--- src/rtl/ipscan_pkg.sv ---
package ipscan_pkg;

  localparam int TAG_FLAG_BIT   = 29;
  localparam int DATA_FLAG_BIT  = 28;
  localparam int RESULT_W       = 32;
  localparam int HI_W           = 32;
  localparam int LO_W           = 64;
  localparam int INST_W         = 32;
  localparam int VALID_BIT      = 29;
  localparam int MIRROR_BIT     = 27;
  localparam int LOW_PAR_BIT    = 10;
  localparam int HIGH_PAR_BIT   = 11;
  localparam int PRE_PAR_BIT    = 16;
  localparam int LOW_SPAN_TOP   = 23;
  localparam int HIGH_SPAN_BOT  = 24;
  localparam logic [LOW_SPAN_TOP:0] LOW_SPAN_MASK = 24'hFFF3FF;

  typedef enum logic [1:0] {
    SC_IDLE  = 2'd0,
    SC_ISSUE = 2'd1,
    SC_DRAIN = 2'd2
  } scan_state_e;

  // Parity of the lower tag span with both stored parity bits removed.
  function automatic logic low_span_parity(input logic [LO_W-1:0] lo);
    return ^(lo[LOW_SPAN_TOP:0] & LOW_SPAN_MASK);
  endfunction

  // Parity of the upper tag span.
  function automatic logic high_span_parity(input logic [LO_W-1:0] lo);
    return ^lo[LO_W-1:HIGH_SPAN_BOT];
  endfunction

  // Even parity per byte; byte k lands in bit k, so the top byte is the top bit.
  function automatic logic [3:0] byte_parities(input logic [INST_W-1:0] w);
    logic [3:0] p;
    for (int k = 0; k < 4; k++) p[k] = ^w[8*k +: 8];
    return p;
  endfunction

  function automatic logic predecode_parity(input logic [7:0] pd);
    return ^pd;
  endfunction

endpackage

--- src/rtl/ipscan_tag_chk.sv ---
module ipscan_tag_chk
  import ipscan_pkg::*;
(
  input  logic            vld,
  input  logic            vld_mirror,
  input  logic [LO_W-1:0] tag_lo,
  output logic            tag_bad
);

  logic low_bad;
  logic high_bad;
  logic mirror_bad;

  always_comb begin
    low_bad    = vld & (tag_lo[LOW_PAR_BIT]  != low_span_parity(tag_lo));
    high_bad   = vld & (tag_lo[HIGH_PAR_BIT] != high_span_parity(tag_lo));
    mirror_bad = vld != vld_mirror;
    tag_bad    = low_bad | high_bad | mirror_bad;
  end

endmodule

--- src/rtl/ipscan_data_chk.sv ---
module ipscan_data_chk
  import ipscan_pkg::*;
(
  input  logic [PRE_PAR_BIT:0] beat_hi,
  input  logic [INST_W-1:0]    inst_a,
  input  logic [INST_W-1:0]    inst_b,
  output logic                 data_bad
);

  logic pre_bad;
  logic a_bad;
  logic b_bad;

  always_comb begin
    pre_bad  = beat_hi[PRE_PAR_BIT] != predecode_parity(beat_hi[15:8]);
    a_bad    = beat_hi[7:4] != byte_parities(inst_a);
    b_bad    = beat_hi[3:0] != byte_parities(inst_b);
    data_bad = pre_bad | a_bad | b_bad;
  end

endmodule

--- src/rtl/ipscan_walker.sv ---
module ipscan_walker
  import ipscan_pkg::*;
#(
  parameter int NUM_WAYS   = 4,
  parameter int NUM_BEATS  = 4,
  parameter int WAY_SHIFT  = 13,
  parameter int BEAT_SHIFT = 3,
  localparam int IDX_W     = WAY_SHIFT,
  localparam int WAY_W     = $clog2(NUM_WAYS),
  localparam int ADDR_W    = WAY_SHIFT + WAY_W
)(
  input  logic              clk,
  input  logic              rst_n,
  input  logic              start,
  input  logic [IDX_W-1:0]  set_idx,
  input  logic              data_chk,
  output logic              rd_en,
  output logic              rd_data,
  output logic [ADDR_W-1:0] rd_addr,
  output logic              start_acc,
  output logic              busy,
  output logic              rsp_vld,
  output logic              rsp_is_data,
  output logic [WAY_W-1:0]  rsp_way,
  output logic              done
);

  localparam int STEP_W = $clog2(NUM_BEATS + 1);
  localparam int BEAT_W = $clog2(NUM_BEATS);

  scan_state_e       state_q;
  logic [WAY_W-1:0]  way_q;
  logic [STEP_W-1:0] step_q;
  logic [IDX_W-1:0]  idx_q;
  logic              dchk_q;
  logic              rsp_last_q;

  logic [STEP_W-1:0] last_step;
  logic              step_end;
  logic              way_end;
  logic              issue;
  logic              final_issue;
  logic              is_data_step;
  logic [BEAT_W-1:0] beat;
  logic [ADDR_W-1:0] beat_part;

  always_comb begin
    last_step    = dchk_q ? STEP_W'(NUM_BEATS) : '0;
    step_end     = step_q == last_step;
    way_end      = way_q == WAY_W'(NUM_WAYS - 1);
    issue        = state_q == SC_ISSUE;
    final_issue  = issue & step_end & way_end;
    is_data_step = step_q != '0;
    beat         = BEAT_W'(step_q - STEP_W'(1));
    beat_part    = is_data_step ? (ADDR_W'(beat) << BEAT_SHIFT) : '0;
    start_acc    = start & (state_q == SC_IDLE);
    busy         = state_q != SC_IDLE;
    rd_en        = issue;
    rd_data      = issue & is_data_step;
    rd_addr      = (ADDR_W'(way_q) << WAY_SHIFT) | ADDR_W'(idx_q) | beat_part;
  end

  always_ff @(posedge clk) begin
    if (!rst_n) begin
      state_q <= SC_IDLE;
      way_q   <= '0;
      step_q  <= '0;
      idx_q   <= '0;
      dchk_q  <= 1'b0;
    end else begin
      case (state_q)
        SC_IDLE: begin
          if (start) begin
            idx_q   <= set_idx;
            dchk_q  <= data_chk;
            way_q   <= '0;
            step_q  <= '0;
            state_q <= SC_ISSUE;
          end
        end
        SC_ISSUE: begin
          if (step_end) begin
            step_q <= '0;
            if (way_end) state_q <= SC_DRAIN;
            else         way_q   <= way_q + 1'b1;
          end else begin
            step_q <= step_q + 1'b1;
          end
        end
        SC_DRAIN: state_q <= SC_IDLE;
        default:  state_q <= SC_IDLE;
      endcase
    end
  end

  always_ff @(posedge clk) begin
    if (!rst_n) begin
      rsp_vld     <= 1'b0;
      rsp_is_data <= 1'b0;
      rsp_way     <= '0;
      rsp_last_q  <= 1'b0;
      done        <= 1'b0;
    end else begin
      rsp_vld     <= issue;
      rsp_is_data <= issue & is_data_step;
      rsp_way     <= way_q;
      rsp_last_q  <= final_issue;
      done        <= rsp_vld & rsp_last_q;
    end
  end

  AST_TAG_FIRST: assert property (@(posedge clk) disable iff (!rst_n)
    (rd_en && !$past(rd_en)) |-> (!rd_data && rd_addr[ADDR_W-1 -: WAY_W] == '0));
  AST_START_IGNORED: assert property (@(posedge clk) disable iff (!rst_n)
    (busy && start) |=> ($stable(idx_q) && $stable(dchk_q)));
  AST_DONE_PULSE: assert property (@(posedge clk) disable iff (!rst_n)
    done |=> !done);
  AST_DONE_AFTER_RSP: assert property (@(posedge clk) disable iff (!rst_n)
    done |-> ($past(rsp_vld) && !busy));

endmodule

--- src/rtl/ipscan_collect.sv ---
module ipscan_collect
  import ipscan_pkg::*;
#(
  parameter int NUM_WAYS = 4,
  localparam int WAY_W   = $clog2(NUM_WAYS)
)(
  input  logic                clk,
  input  logic                rst_n,
  input  logic                start_acc,
  input  logic                busy,
  input  logic                rsp_vld,
  input  logic                rsp_is_data,
  input  logic [WAY_W-1:0]    rsp_way,
  input  logic                rsp_vld_bit,
  input  logic                rsp_mirror_bit,
  input  logic                tag_bad,
  input  logic                data_bad,
  output logic [RESULT_W-1:0] result,
  output logic [WAY_W-1:0]    fail_way
);

  logic tag_f;
  logic data_f;
  logic found_q;
  logic hit_tag;
  logic hit_data;
  logic hit_any;

  always_comb begin
    hit_tag  = rsp_vld & ~rsp_is_data & tag_bad;
    hit_data = rsp_vld &  rsp_is_data & data_bad;
    hit_any  = hit_tag | hit_data;
    result   = '0;
    result[TAG_FLAG_BIT]  = tag_f;
    result[DATA_FLAG_BIT] = data_f;
  end

  always_ff @(posedge clk) begin
    if (!rst_n) begin
      tag_f    <= 1'b0;
      data_f   <= 1'b0;
      found_q  <= 1'b0;
      fail_way <= '0;
    end else if (start_acc) begin
      tag_f    <= 1'b0;
      data_f   <= 1'b0;
      found_q  <= 1'b0;
      fail_way <= '0;
    end else begin
      if (hit_tag)  tag_f  <= 1'b1;
      if (hit_data) data_f <= 1'b1;
      if (hit_any && !found_q) begin
        found_q  <= 1'b1;
        fail_way <= rsp_way;
      end
    end
  end

  AST_FLAGS_CLEARED: assert property (@(posedge clk) disable iff (!rst_n)
    start_acc |=> (result == '0 && fail_way == '0));
  AST_RESULT_HOLD: assert property (@(posedge clk) disable iff (!rst_n)
    (!busy && !start_acc) |=> ($stable(result) && $stable(fail_way)));
  AST_FIRST_WAY_HOLD: assert property (@(posedge clk) disable iff (!rst_n)
    (found_q && !start_acc) |=> $stable(fail_way));
  AST_DATA_FLAG_SOURCE: assert property (@(posedge clk) disable iff (!rst_n)
    $rose(data_f) |-> $past(rsp_vld && rsp_is_data));
  AST_INVALID_QUIET: assert property (@(posedge clk) disable iff (!rst_n)
    (rsp_vld && !rsp_is_data && !rsp_vld_bit && !rsp_mirror_bit && !start_acc && !tag_f)
      |=> !tag_f);

endmodule

--- src/rtl/icache_parity_scan.sv ---
module icache_parity_scan
  import ipscan_pkg::*;
#(
  parameter int NUM_WAYS   = 4,
  parameter int NUM_BEATS  = 4,
  parameter int WAY_SHIFT  = 13,
  parameter int BEAT_SHIFT = 3,
  localparam int IDX_W     = WAY_SHIFT,
  localparam int WAY_W     = $clog2(NUM_WAYS),
  localparam int ADDR_W    = WAY_SHIFT + WAY_W
)(
  input  logic                clk,
  input  logic                rst_n,
  input  logic                start,
  input  logic [IDX_W-1:0]    set_idx,
  input  logic                data_chk,
  output logic                rd_en,
  output logic                rd_data,
  output logic [ADDR_W-1:0]   rd_addr,
  input  logic [HI_W-1:0]     rd_hi,
  input  logic [LO_W-1:0]     rd_lo,
  output logic                done,
  output logic [RESULT_W-1:0] result,
  output logic [WAY_W-1:0]    fail_way
);

  logic             start_acc;
  logic             busy;
  logic             rsp_vld;
  logic             rsp_is_data;
  logic [WAY_W-1:0] rsp_way;
  logic             tag_bad;
  logic             data_bad;
  logic             unused_hi;

  assign unused_hi = ^{rd_hi[HI_W-1:VALID_BIT+1], rd_hi[VALID_BIT-1:MIRROR_BIT+1],
                       rd_hi[MIRROR_BIT-1:PRE_PAR_BIT+1]};

  ipscan_walker #(
    .NUM_WAYS   (NUM_WAYS),
    .NUM_BEATS  (NUM_BEATS),
    .WAY_SHIFT  (WAY_SHIFT),
    .BEAT_SHIFT (BEAT_SHIFT)
  ) u_walker (
    .clk         (clk),
    .rst_n       (rst_n),
    .start       (start),
    .set_idx     (set_idx),
    .data_chk    (data_chk),
    .rd_en       (rd_en),
    .rd_data     (rd_data),
    .rd_addr     (rd_addr),
    .start_acc   (start_acc),
    .busy        (busy),
    .rsp_vld     (rsp_vld),
    .rsp_is_data (rsp_is_data),
    .rsp_way     (rsp_way),
    .done        (done)
  );

  ipscan_tag_chk u_tag_chk (
    .vld        (rd_hi[VALID_BIT]),
    .vld_mirror (rd_hi[MIRROR_BIT]),
    .tag_lo     (rd_lo),
    .tag_bad    (tag_bad)
  );

  ipscan_data_chk u_data_chk (
    .beat_hi  (rd_hi[PRE_PAR_BIT:0]),
    .inst_a   (rd_lo[LO_W-1:INST_W]),
    .inst_b   (rd_lo[INST_W-1:0]),
    .data_bad (data_bad)
  );

  ipscan_collect #(
    .NUM_WAYS (NUM_WAYS)
  ) u_collect (
    .clk            (clk),
    .rst_n          (rst_n),
    .start_acc      (start_acc),
    .busy           (busy),
    .rsp_vld        (rsp_vld),
    .rsp_is_data    (rsp_is_data),
    .rsp_way        (rsp_way),
    .rsp_vld_bit    (rd_hi[VALID_BIT]),
    .rsp_mirror_bit (rd_hi[MIRROR_BIT]),
    .tag_bad        (tag_bad),
    .data_bad       (data_bad),
    .result         (result),
    .fail_way       (fail_way)
  );

endmodule

--- config.mk ---
export PLATFORM = sky130hd
export DESIGN_NAME = icache_parity_scan
export DESIGN_NICKNAME = d
export VERILOG_FILES = /design/src/rtl/ipscan_pkg.sv /design/src/rtl/ipscan_tag_chk.sv /design/src/rtl/ipscan_data_chk.sv /design/src/rtl/ipscan_walker.sv /design/src/rtl/ipscan_collect.sv /design/src/rtl/icache_parity_scan.sv
export SDC_FILE = /design/constraint.sdc
export NUM_CORES = 1
export LEC_CHECK = 0
export CORE_UTILIZATION = 33
export DETAILED_ROUTE_END_ITERATION = 12
export GPL_ROUTABILITY_DRIVEN = 0
export GPL_TIMING_DRIVEN = 0
export HOLD_SLACK_MARGIN = 0.03
export PLACE_DENSITY = 0.76
export SYNTH_ARGS = -nofsm -noshare
export SYNTH_HDL_FRONTEND = slang
export SYNTH_SLANG_ARGS = --single-unit
--- constraint.sdc ---
create_clock -name clk -period 1.9 [get_ports clk]
set_input_delay 0.285 -clock clk [delete_from_list [all_inputs] [get_ports clk]]
set_output_delay 0.285 -clock clk [all_outputs]
set_load 0.005 [all_outputs]
### Word-level counts from Yosys, hierarchy flattened

Index checks and enable logic that the tools add are counted.

* register bits: 32
* output and inout bits: 52

* $add $sub $neg: 3
* equal/unequal tests: 13
* mux-type cells: 13
* bitwise gates (word level): 20
* reduce and logical (&&, ||, !) cells: 21

Operator list (number)
* $reduce_xor A8 Y1: 9
* $reduce_xor A40 Y1: 1
* $reduce_xor A24 Y1: 1
* $or A15 B13 Y15: 1
* $or A15 B15 Y15: 1
* $mux W2: 6
* $and A1 B1 Y1: 11
* $mux W3: 3
* $ne A4 B4 Y1: 2
* $pmux W2 S2: 2
* $pmux W3 S2: 1
* $mux W5: 1
* $or A1 B1 Y1: 5
* $ne A1 B1 Y1: 4
* $ne A2 B1 Y1 const B: 2
* $ne A2 B2 Y1 const B: 2
* $reduce_and A2 Y1: 2
* $reduce_and A4 Y1: 1
* $add A3 B1 Y3 const B: 1
* $eq A3 B3 Y1: 1
* $reduce_and A3 Y1: 1
* $reduce_bool A3 Y1: 1
* $add A2 B1 Y2 const B: 1
* $eq A2 B1 Y1 const B: 1
* other kinds (8): 9

### Longest topological paths before layout

Gate-level depths: netlist (run 1).

* word-level depth: 8
* mapped depth: 8
* gate-level depth less buffers: 8

### Cells and area by module

From an unflattened synthesis (run 1), not the netlist that was laid out.

* cell total of the unflattened synthesis: 315
* area, all modules: 2889.0 µm²

Modules (own cells, without submodules)
* ipscan_walker: times used 1, cells each 128, area each 1166.1 µm²
* ipscan_data_chk: times used 1, cells each 67, area each 705.7 µm²
* ipscan_tag_chk: times used 1, cells each 64, area each 564.3 µm²
* ipscan_collect: times used 1, cells each 56, area each 452.9 µm²

### Least setup slack after synthesis (run 1)

Ideal clock, no wire load.

* kind: input to register
* from: input rd_lo[9]
* to: register u_collect.fail_way[0]
* setup time: 72 ps
* arrival time: 2042 ps
* data required time: 1828 ps
* slack: -214 ps
* cell stages on the path: 8
* path buffers: 0
* path through: xnor3_1 xnor3_2 xnor3_1 xnor2_1 a31o_1 o211ai_2 nor2b_4 mux2i_1

* longest elaborated chain between the ends: 8

Ends and longest elaborated chain
* start, declared: RTL line icache_parity_scan.sv:21 `input logic [LO_W-1:0] rd_lo,`
* $reduce_xor A24 Y1: RTL line ipscan_pkg.sv:26 `return ^(lo[LOW_SPAN_TOP:0] & LOW_SPAN_MASK);`
* $ne A1 B1 Y1: RTL line ipscan_tag_chk.sv:15 `low_bad = vld & (tag_lo[LOW_PAR_BIT] != low_span_parity(tag_lo));`
* $and A1 B1 Y1: RTL line ipscan_tag_chk.sv:15
* $or A1 B1 Y1 (2 in a row): RTL line ipscan_tag_chk.sv:18 `tag_bad = low_bad | high_bad | mirror_bad;`
* $and A1 B1 Y1: RTL line ipscan_collect.sv:30 `hit_tag = rsp_vld & ~rsp_is_data & tag_bad;`
* $or A1 B1 Y1 *: RTL line ipscan_collect.sv:32 `hit_any = hit_tag | hit_data;`
* $logic_and A1 B1 Y1 *: RTL line ipscan_collect.sv:52 `if (hit_any && !found_q) begin`
* end signal, assigned: RTL line ipscan_collect.sv:54 `fail_way <= rsp_way;`
* end, declared: RTL line ipscan_collect.sv:19 `output logic [WAY_W-1:0] fail_way`

Every way passes the cells marked *; elsewhere a longest branch is shown, timed or not.
A chain may end at the register's enable or synchronous reset.

### Final worst setup path (run 1)

Ends and elaborated chain as after synthesis.

==> flow_summary.toml, run 1 <==
[clock_network]
clock_latency_ns = 0.28
cts_tree = "done"
cts_sinks = 32
clk_pin_slew_ns = 0.06
clockBufferDepth = 2
cts.hold.buffers_added = 0
h-tree-depth = 2
cts_buffers = 5
root_buffer = "clkbuf_8"

[layout]
drive_gt1_share_pct = 32.6
antenna_cells = 0
area_delta_synth_final_pct = 82.2
num-nets-final = 553

[run]
drv_cap = 0

[pwr]
p_leak_nw = 2.32
power.internal_w = 0.00202
p_total_w = 0.00277
power_switching_w = 0.000750
ir_drop_mv = 0.516
comb_power_share_pct = 48.4
powerDensity_nw_per_um2 = 621
clkPwrFrac_pct = 25.5
sequentialPowerShare_pct = 26.1
switching_share_pct = 27.1

[synthesis]
synthCells = 266
synth_top_area_share_pct = 26.2
synth_area_um2 = 2440
ys_seq_area_share_pct = 26.2
synth_cell_types = 32
netlist_top_cells_area = "dfxtp_1 (26%), xnor2_1 (21%), buf_4 (13%)"
yosysMostFrequentCell = "xnor2_1"
synth_edf_count = 0
synth_area_leader_cell = "dfxtp_1"
yosys_register_bits = 32
synth-main-ff-cell = "dfxtp_1"
avgSynthCellArea_um2 = 9.19
ys_top_cells_by_count = "xnor2_1 (58), buf_4 (43), nand2_1 (38), dfxtp_1 (32), a21boi_0 (16)"
synthArstFlopShare_pct = 0
synth_warnings = 0

[grt]
grt_max_degree = 11
grt_use_met3_pct = 5.09
overflow = 0
grt_usage_pct = 15.3
busiest_layer = "met2"
use_met2_pct = 31.2
grt_pass1_wl_um = 9180
grt_pass1_vias = 2094
grt_use_met1_pct = 14.4
antenna_found_initial = 0

[critical_path]
cp-start-kind = "input pin"
critPathRequiredTime_ns = 2.11
criticalPathCategory = "input pin to register"
max_stage_delay_ns = 0.38
path_max_fanout = 2
cp_common_cell = "xnor3_1"
crit_arrival_ns = 2.15
crit_chain = "buf_6 > xnor3_1 > xnor3_2 > xnor3_1 > xnor2_1 > a31o_1 > o211ai_2 > nor2b_4 > mux2i_1"
cp-end-kind = "register"
critPathSlowestCell = "xnor3_1"

[timing]
layout_min_cycle_time_ns = 1.95
fmaxAchievable_mhz = 514
rsz0062_at_grt = "yes"
fin_ws_ns = -0.0455
setup_viol = 3
drv_slew = 0
fin_skew_ns = 0.00320
fin_crit_sh_pct = 102
hold_viol_final = 0

[floorplan]
dieHeight_um = 88.1
die_w_um = 88.1
coreArea_um2 = 7210
start_util_pct = 33.9
rows = 31
ioPinCount = 165
die_area_um2 = 7760

[placed_design]
port_buffers = 121
place_hpwl_um = 4880
pre_cts_ws_ns = -0.736

[route]
avgViaCountPerCell = 4.10
ant_nets = 0
drc = 0
wire_per_inst_um = 11.5
dr.first_iter.drc_count = 41
drt_wl_total_um = 6200
via_count = 2201
first_pass_iters = 6

[run_status]
violations = "setup timing"
outcome = "complete, but fails checks"

[min_path]
min_path_type = "register to register"
## power groups by stage
stage	Clock [W]	Sequential [W]	Combinational, W
after global routing	0.000752	0.000726	0.00144
after detailed placement	0	0.000738	0.00117
final	0.000706	0.000722	0.00134
after CTS	0.000720	0.000723	0.00126
after global placement	0	0.000736	0.00115
after floorplan	0	0.000734	0.000791
## flip-flops by register name, summed over array words and instances (netlist names)
signal and count:
u_collect.tag_f 1, u_walker.state_q 2, u_collect.fail_way 2, u_walker.rsp_is_data 1
u_walker.rsp_last_q 1, u_walker.dchk_q 1, u_collect.found_q 1, u_walker.rsp_vld 1
u_walker.done 1, u_collect.data_f 1, u_walker.step_q 3, u_walker.idx_q 13
u_walker.rsp_way 2, u_walker.way_q 2
## per-stage QoR
step / TNS (ns) / utilization (%) / instances / hold WS, ns / area [µm²]
3_3_place_gp: -2.71 / 56.4 / 515 / 0.431 / 4070
6_report: -0.123 / 61.7 / 537 / 0.446 / 4450
4_1_cts: -0.782 / 59.3 / 530 / 0.452 / 4280
2_1_floorplan: -0.00907 / - / 295 / 0.423 / 2730
3_5_place_dp: -3.00 / 56.4 / 515 / 0.442 / 4070
5_1_grt: -0.400 / 61.7 / 537 / 0.465 / 4450
## placed cells by master (no fill, tap or decap), drive strengths merged
cell,count
inv,7
a21boi,16
nor2b,4
or3,1
mux2i,2
bufinv,1
a21oi,2
nor2,8
o311ai,1
dlygate4sd2,18
clkbuf,35
clkdlybuf4s50,47
o21bai,2
a31o,1
nand3,4
xnor3,12
o22ai,1
clkdlybuf4s15,1
nand4,1
xnor2,58
nand2b,1
dlymetal6s2s,30
nor3b,1
o21a,4
conb,30
xor2,5
o211ai,2
dfxtp,32
and2,5
buf,60
o21ai,2
ha,3
nand2,38
and3,3
## logic make-up (layout without fill, tap and decap cells)
logic type / after synthesis / in the layout / synth area share (%)
xor gates and xnor gates: 75 / 75 / 33.7
and+or+nand+nor: 66 / 66 / 12.3
buffers and inverters: 56 / 199 / 15.2
DFF: 32 / 32 / 26.2
AOI/OAI and AO/OA: 31 / 31 / 10.1
adders and majority gates: 3 / 3 / 1.54
muxes: 2 / 2 / 0.819
other: 1 / 30 / 0.153
## worst max-delay path: cells and delay by family
kind | cells | cell delay [ns]
and+or+nand+nor | 1 | 0.19
muxes | 1 | 0.19
xor gates and xnor gates | 4 | 1.13
buffers and inverters | 1 | 0.09
AOI/OAI and AO/OA | 2 | 0.28
## area by class of cell
cell class	instances	area, µm²
Fill cell	599	2760
Multi-Input combinational cell	207	1930
Timing Repair Buffer	135	1260
Sequential cell	32	642
Buffer	49	347
Tap cell	99	124
Clock buffer	7	96.3
Clock inverter	1	30.0
Inverter	7	26.3
## per-layer routing
layer / vias up / wire length (µm)
li1: 1119 / -
met1: 996 / 2170
met2: 80 / 3430
met3: 6 / 532
met4: 0 / 62
met5: - / 0
## final timing paths
| check | slack, ns | to | startpoint | cells past startpoint |
|---|---|---|---|---|
| setup / recovery | -0.05 | u_collect.fail_way[0]$_SDFFE_PP0P_ | rd_lo[9] | 9 |
| hold / removal | 0.45 | u_collect.fail_way[1]$_SDFFE_PP0P_ | u_walker.rsp_way[1]$_SDFF_PN0_ | 2 |
| setup reg to reg | 0.37 | u_walker.way_q[0]$_SDFFE_PN0P_ | u_walker.step_q[0]$_SDFFE_PN0P_ | 6 |
| hold reg to reg | 0.45 | u_collect.fail_way[1]$_SDFFE_PP0P_ | u_walker.rsp_way[1]$_SDFF_PN0_ | 2 |
## what timing repair did
action | CTS | global route
endpoints found under the setup margin | 8 | 10
pin swaps | 41 | 54
gates cloned | 0 | 0
setup buffers | 8 | 7
resized for setup | 61 | 99
Note: power is estimated with default switching activity, not from simulation.
==> inputs of run 2 (changes only) <==
Settings changed: REMOVE_ABC_BUFFERS set to 1.
==> run 2 against run 1 <==
- the run still ends with setup timing left
- first-iteration DRC count fell by 7.3%
- flip-flop and latch count did not move
- clock skew rose by 0.0042 ns
- critical endpoint is now u_collect.found_q$_SDFFE_PP0P_
- critical path type unchanged
==> flow_summary.toml, run 2 (synthesized netlist as in run 1, its figures left out) <==
[run_status]
outcome = "complete, but fails checks"
violations = "setup timing"

[pwr]
ir_drop_mv = 0.503
sequentialPowerShare_pct = 27.7
powerDensity_nw_per_um2 = 666
power_switching_w = 0.000747
clkPwrFrac_pct = 24.9
comb_power_share_pct = 47.4
p_leak_nw = 1.87
power.internal_w = 0.00186
switching_share_pct = 28.7

[min_path]
min_path_type = "register to register"

[layout]
finalNonFillerCells = 493
fin_area_um2 = 3920
largest_reg_flops = 13
top_register = "u_walker.idx_q"
num-nets-final = 509
layout_commonest_cell = "clkdlybuf4s50_1"
antenna_cells = 0
layout_common_cells = "clkdlybuf4s50_1 (47), clkbuf_2 (42), xnor2_2 (40), nand2_1 (38), dfxtp_1 (31)"
area_delta_synth_final_pct = 60.1
biggestRegsByFlops = "u_walker.idx_q: 13 flops, u_walker.step_q: 3 flops"
drive_gt1_share_pct = 30.5

[floorplan]
rows = 31
start_util_pct = 33.9
dieHeight_um = 88.1
ioPinCount = 165
coreArea_um2 = 7210
die_w_um = 88.1
die_area_um2 = 7760

[timing]
layout_min_cycle_time_ns = 1.96
setup_viol = 3
fmaxAchievable_mhz = 509
worstMarginPinSlew_ns = 0.732
fin_ws_ns = -0.0633
rsz0062_at_grt = "yes"
relSlewSlack_pct = 51.0
holdWs_ns = 0.438
drv_slew = 0
fin_crit_sh_pct = 103
fin_skew_ns = 0.00744
hold_viol_final = 0

[critical_path]
reg2reg_slack_ns = 0.35
path_max_fanout = 2
crit_arrival_ns = 2.16
critPathSlowestCell = "xnor3_1"
path_buf_inv = 2
crit_chain = "buf_6 > xnor3_1 > xnor3_2 > xnor2_2 > nand4_1 > o311ai_4 > o211ai_2 > buf_4 > o21a_1"
cp-end-kind = "register"
criticalPathCategory = "input pin to register"
max_stage_delay_ns = 0.37
critPathRequiredTime_ns = 2.09
path_delay_family = "XOR/XNOR gates"
cp-start-kind = "input pin"

[route]
ant_nets = 0
drt_wl_total_um = 6090
wire_per_inst_um = 12.3
first_pass_iters = 4
avgViaCountPerCell = 4.26
drc = 0
via_count = 2100
dr.first_iter.drc_count = 38

[clock_network]
cts_buffers = 5
root_buffer = "clkbuf_8"
clockBufferDepth = 2
cts.hold.buffers_added = 0
cts_tree = "done"
clock_latency_ns = 0.29
h-tree-depth = 2
clk_pin_slew_ns = 0.07
cts_sinks = 32

[grt]
grt_usage_pct = 14.8
grt_pass1_vias = 2052
antenna_found_initial = 0
overflow = 0
grt_max_degree = 26
grt_pass1_wl_um = 8920

[placed_design]
dp.cells = 466
postPlaceCellArea_um2 = 3540
port_buffers = 121
place_hpwl_um = 4460

[run]
drv_cap = 0
==> run 2: cell types whose count changed in the layout (fill, tap and decap cells not counted), moves of 4 or more <==
cell,change
dlygate4sd2_1,-4
xnor2_4,-4
clkdlybuf4s15_1,+9
dlymetal6s2s_1,-24
buf_4,-39
clkbuf_2,+19
clkbuf_1,-5
==> run 2: area by class of cell <==
cell class / instances / area [µm²]
Clock buffer: 5 / 68.8
Clock inverter: 3 / 42.5
Fill cell: 650 / 3300
Inverter: 7 / 26.3
Multi-Input combinational cell: 207 / 1870
Sequential cell: 32 / 642
Tap cell: 99 / 124
Timing Repair Buffer: 140 / 1140
==> run 2: per-layer routing <==
metal | track usage (%) | vias to the layer above | wire length, µm
li1 | - | 1030 | -
met1 | 14.4 | 968 | 2190
met2 | 29.7 | 97 | 3190
met3 | 5.47 | 5 | 659
met4 | 3.08 | 0 | 38
met5 | 0 | - | 0
==> run 2: timing repair <==
action | in CTS | in global routing
cloned | 0 | 0
resized for setup | 95 | 126
pin swaps | 62 | 64
endpoints found under the setup margin | 8 | 6
buffers inserted | 12 | 8
==> run 2: metrics by stage <==
step / total power (W) / util, % / TNS [ns] / setup slack, ns
6_report: 0.00261 / 54.3 / -0.119 / -0.0633
5_1_grt: 0.00275 / 54.3 / -0.424 / -0.147
4_1_cts: 0.00250 / 52.7 / -0.306 / -0.136
3_5_place_dp: 0.00178 / 49.1 / -3.56 / -0.852
3_3_place_gp: 0.00177 / 49.1 / -3.33 / -0.798
2_1_floorplan: 0.00142 / - / -0.519 / -0.214
==> run 2: tightest hold or removal path: stages (launching register included) <==
cell and delay (ns):
dfxtp_1 0.30, nand2_1 0.04, mux2i_1 0.06
==> run 2: worst paths after layout <==
path / startpoint / endpoint / depth (start not counted)
hold / removal: u_walker.rsp_way[0]$_SDFF_PN0_ / u_collect.fail_way[0]$_SDFFE_PP0P_ / 2
setup / recovery: rd_lo[13] / u_collect.found_q$_SDFFE_PP0P_ / 9
setup reg to reg: u_walker.state_q[1]$_SDFFE_PN0P_ / u_collect.fail_way[1]$_SDFFE_PP0P_ / 5
hold reg to reg: u_walker.rsp_way[0]$_SDFF_PN0_ / u_collect.fail_way[0]$_SDFFE_PP0P_ / 2
==> run 2: power groups by stage <==
| stage | Combinational, W | Sequential [W] | Clock [W] |
|---|---|---|---|
| 2_1_floorplan | 0.000678 | 0.000737 | 0 |
| 3_3_place_gp | 0.00103 | 0.000736 | 0 |
| 3_5_place_dp | 0.00105 | 0.000738 | 0 |
| 4_1_cts | 0.00112 | 0.000723 | 0.000660 |
| 5_1_grt | 0.00134 | 0.000726 | 0.000692 |
| 6_report | 0.00123 | 0.000722 | 0.000649 |
==> inputs of run 3 (changes only) <==
Settings changed: CORE_UTILIZATION 33 to 29, HOLD_SLACK_MARGIN 0.03 to not set, PLACE_DENSITY 0.76 to 0.68.
==> run 3 against run 2 <==
- sequential share of layout area is 0.37 points lower
- flip-flop and latch count is the same
- final area increased by 2.9%
- die area increased by 13%
- clock skew fell by 0.0055 ns
- clock power shrank 19%
- the flow still finishes with violations (setup timing)
- register-to-register slack hardly changed
- via count is 2.5% lower
- first-iteration DRC count down 34%
- worst hold slack improved by 0.0064 ns
- maximum frequency fell by 1.4%
- core utilization fell by 5.0 points
==> flow_summary.toml, run 3 (synthesized netlist as in run 1, its figures left out) <==
[run_status]
outcome = "complete, but fails checks"
violations = "setup timing"

[floorplan]
dieHeight_um = 93.8
die_area_um2 = 8800
rows = 33
start_util_pct = 29.9
coreArea_um2 = 8180
ioPinCount = 165
die_w_um = 93.8

[min_path]
hold_end = "u_collect.fail_way[0]$_SDFFE_PP0P_"
min_path_type = "register to register"
min_path_cells = 2
hold_start = "u_walker.rsp_way[0]$_SDFF_PN0_"

[route]
wire_per_inst_um = 12.4
ant_nets = 0
drt_wl_total_um = 6210
via_count = 2048
first_pass_iters = 4
avgViaCountPerCell = 4.09
dr.first_iter.drc_count = 25
drc = 0

[pwr]
p_total_w = 0.00255
p_leak_nw = 1.93
ir_drop_mv = 0.478
powerDensity_nw_per_um2 = 633

[layout]
regArea_um2 = 646
drive_gt1_share_pct = 31.3
num-nets-final = 511
antenna_cells = 0
multiInputGateArea_um2 = 1920
layout_common_cells = "clkdlybuf4s50_1 (47), xnor2_2 (43), nand2_1 (37), conb_1 (30), dfxtp_1 (30)"
layout_commonest_cell = "clkdlybuf4s50_1"
n_fill_cell = 795
utilization_pct = 49.3
biggestRegsByFlops = "u_walker.idx_q: 13 flops, u_walker.step_q: 3 flops"
top_register = "u_walker.idx_q"
largest_reg_flops = 13
finalNonFillerCells = 501
area_delta_synth_final_pct = 64.8

[clock_network]
cts_tree = "done"
cts.hold.buffers_added = 0
cts_buffers = 5
cts_sinks = 32
clock_latency_ns = 0.28
clk_pin_slew_ns = 0.06
h-tree-depth = 2
root_buffer = "clkbuf_8"
clockBufferDepth = 2

[grt]
antenna_found_initial = 0
grt_pass1_vias = 2080
use_met2_pct = 27.9
grt_use_met3_pct = 4.05
grt_pass1_wl_um = 9450
busiest_layer = "met2"
overflow = 0
grt_max_degree = 26
grt_use_met1_pct = 13.5
grt_usage_pct = 13.9

[critical_path]
critPathRequiredTime_ns = 2.07
worstReg2RegStart = "u_walker.state_q[1]$_SDFFE_PN0P_"
cp-start-kind = "input pin"
crit_arrival_ns = 2.17
path_max_fanout = 2
path_buf_inv = 2
r2r_cells = 5
critPathSlowestCell = "xnor3_1"
crit_chain = "buf_6 > xnor3_1 > xnor3_2 > xnor2_2 > nand4_1 > o311ai_4 > o211ai_2 > buf_4 > o21a_1"
criticalPathCategory = "input pin to register"
max_stage_delay_ns = 0.35
cp-end-kind = "register"
reg2reg_slack_ns = 0.35
r2r_end = "u_collect.fail_way[1]$_SDFFE_PP0P_"
path_delay_family = "XOR/XNOR gates"

[run]
drv_cap = 0

[timing]
hold_viol_final = 0
finalSetupTns_ns = -0.226
rsz0062_at_grt = "yes"
fin_skew_ns = 0.00192
fin_crit_sh_pct = 105
relSlewSlack_pct = 51.7
worstMarginPinSlew_ns = 0.723
layout_min_cycle_time_ns = 1.99
fmaxAchievable_mhz = 502
drv_slew = 0
setup_viol = 3
fin_ws_ns = -0.0915

[placed_design]
place_hpwl_um = 4560
dp.cells = 472
pre_cts_ws_ns = -0.839
port_buffers = 121
## run 3: power breakdown
group | switching [W] | internal (W) | leakage [nW]
Sequential | 0.0000190 | 0.000702 | 0.262
Combinational | 0.000491 | 0.000811 | 1.62
Clock | 0.000233 | 0.000295 | 0.0455
## run 3: worst reg2reg max path, cell delays in order, from the launching register on
cell	delay [ns]
dfxtp_1	0.31
nor2_1	0.15
nand2_1	0.41
and2_1	0.41
nand2_1	0.10
mux2i_1	0.06
## run 3: timing repair
| item | CTS | global route |
|---|---|---|
| setup endpoints to repair | 8 | 7 |
| buffers inserted | 18 | 5 |
| pin swaps | 67 | 54 |
| resized for setup | 148 | 100 |
## run 3: how the worst max path moves through the flow
stage / startpoint / depth (start not counted) / end
after CTS: rd_lo[13] / 9 / u_collect.found_q$_SDFFE_PP0P_
after detailed placement: rd_lo[9] / 9 / u_collect.fail_way[1]$_SDFFE_PP0P_
after global routing: rd_lo[42] / 10 / u_collect.fail_way[1]$_SDFFE_PP0P_
after global placement: rd_lo[9] / 9 / u_collect.fail_way[1]$_SDFFE_PP0P_
final: rd_lo[13] / 9 / u_collect.found_q$_SDFFE_PP0P_
after floorplan: rd_lo[9] / 8 / u_collect.fail_way[0]$_SDFFE_PP0P_
## run 3: per-layer routing
metal / up-vias / part of all wire, % / routed length [µm]
met4: 0 / 1.6 / 99
met2: 94 / 53 / 3310
met3: 10 / 9.7 / 603
met5: - / 0 / 0
li1: 1039 / - / -
met1: 905 / 35 / 2190
## run 3: layout make-up
type,count,area share [%]
Timing Repair Buffer,142,30.1
Sequential cell,32,16.0
Multi-Input combinational cell,207,47.7
Tap cell,105,3.26
Inverter,7,0.652
Clock buffer,8,2.24
## run 3: per-stage QoR
stage / instance area [µm²] / hold WS (ns)
2_1_floorplan: 2210 / 0.402
3_3_place_gp: 3550 / 0.434
3_5_place_dp: 3550 / 0.437
4_1_cts: 3950 / 0.447
5_1_grt: 4030 / 0.478
6_report: 4030 / 0.444
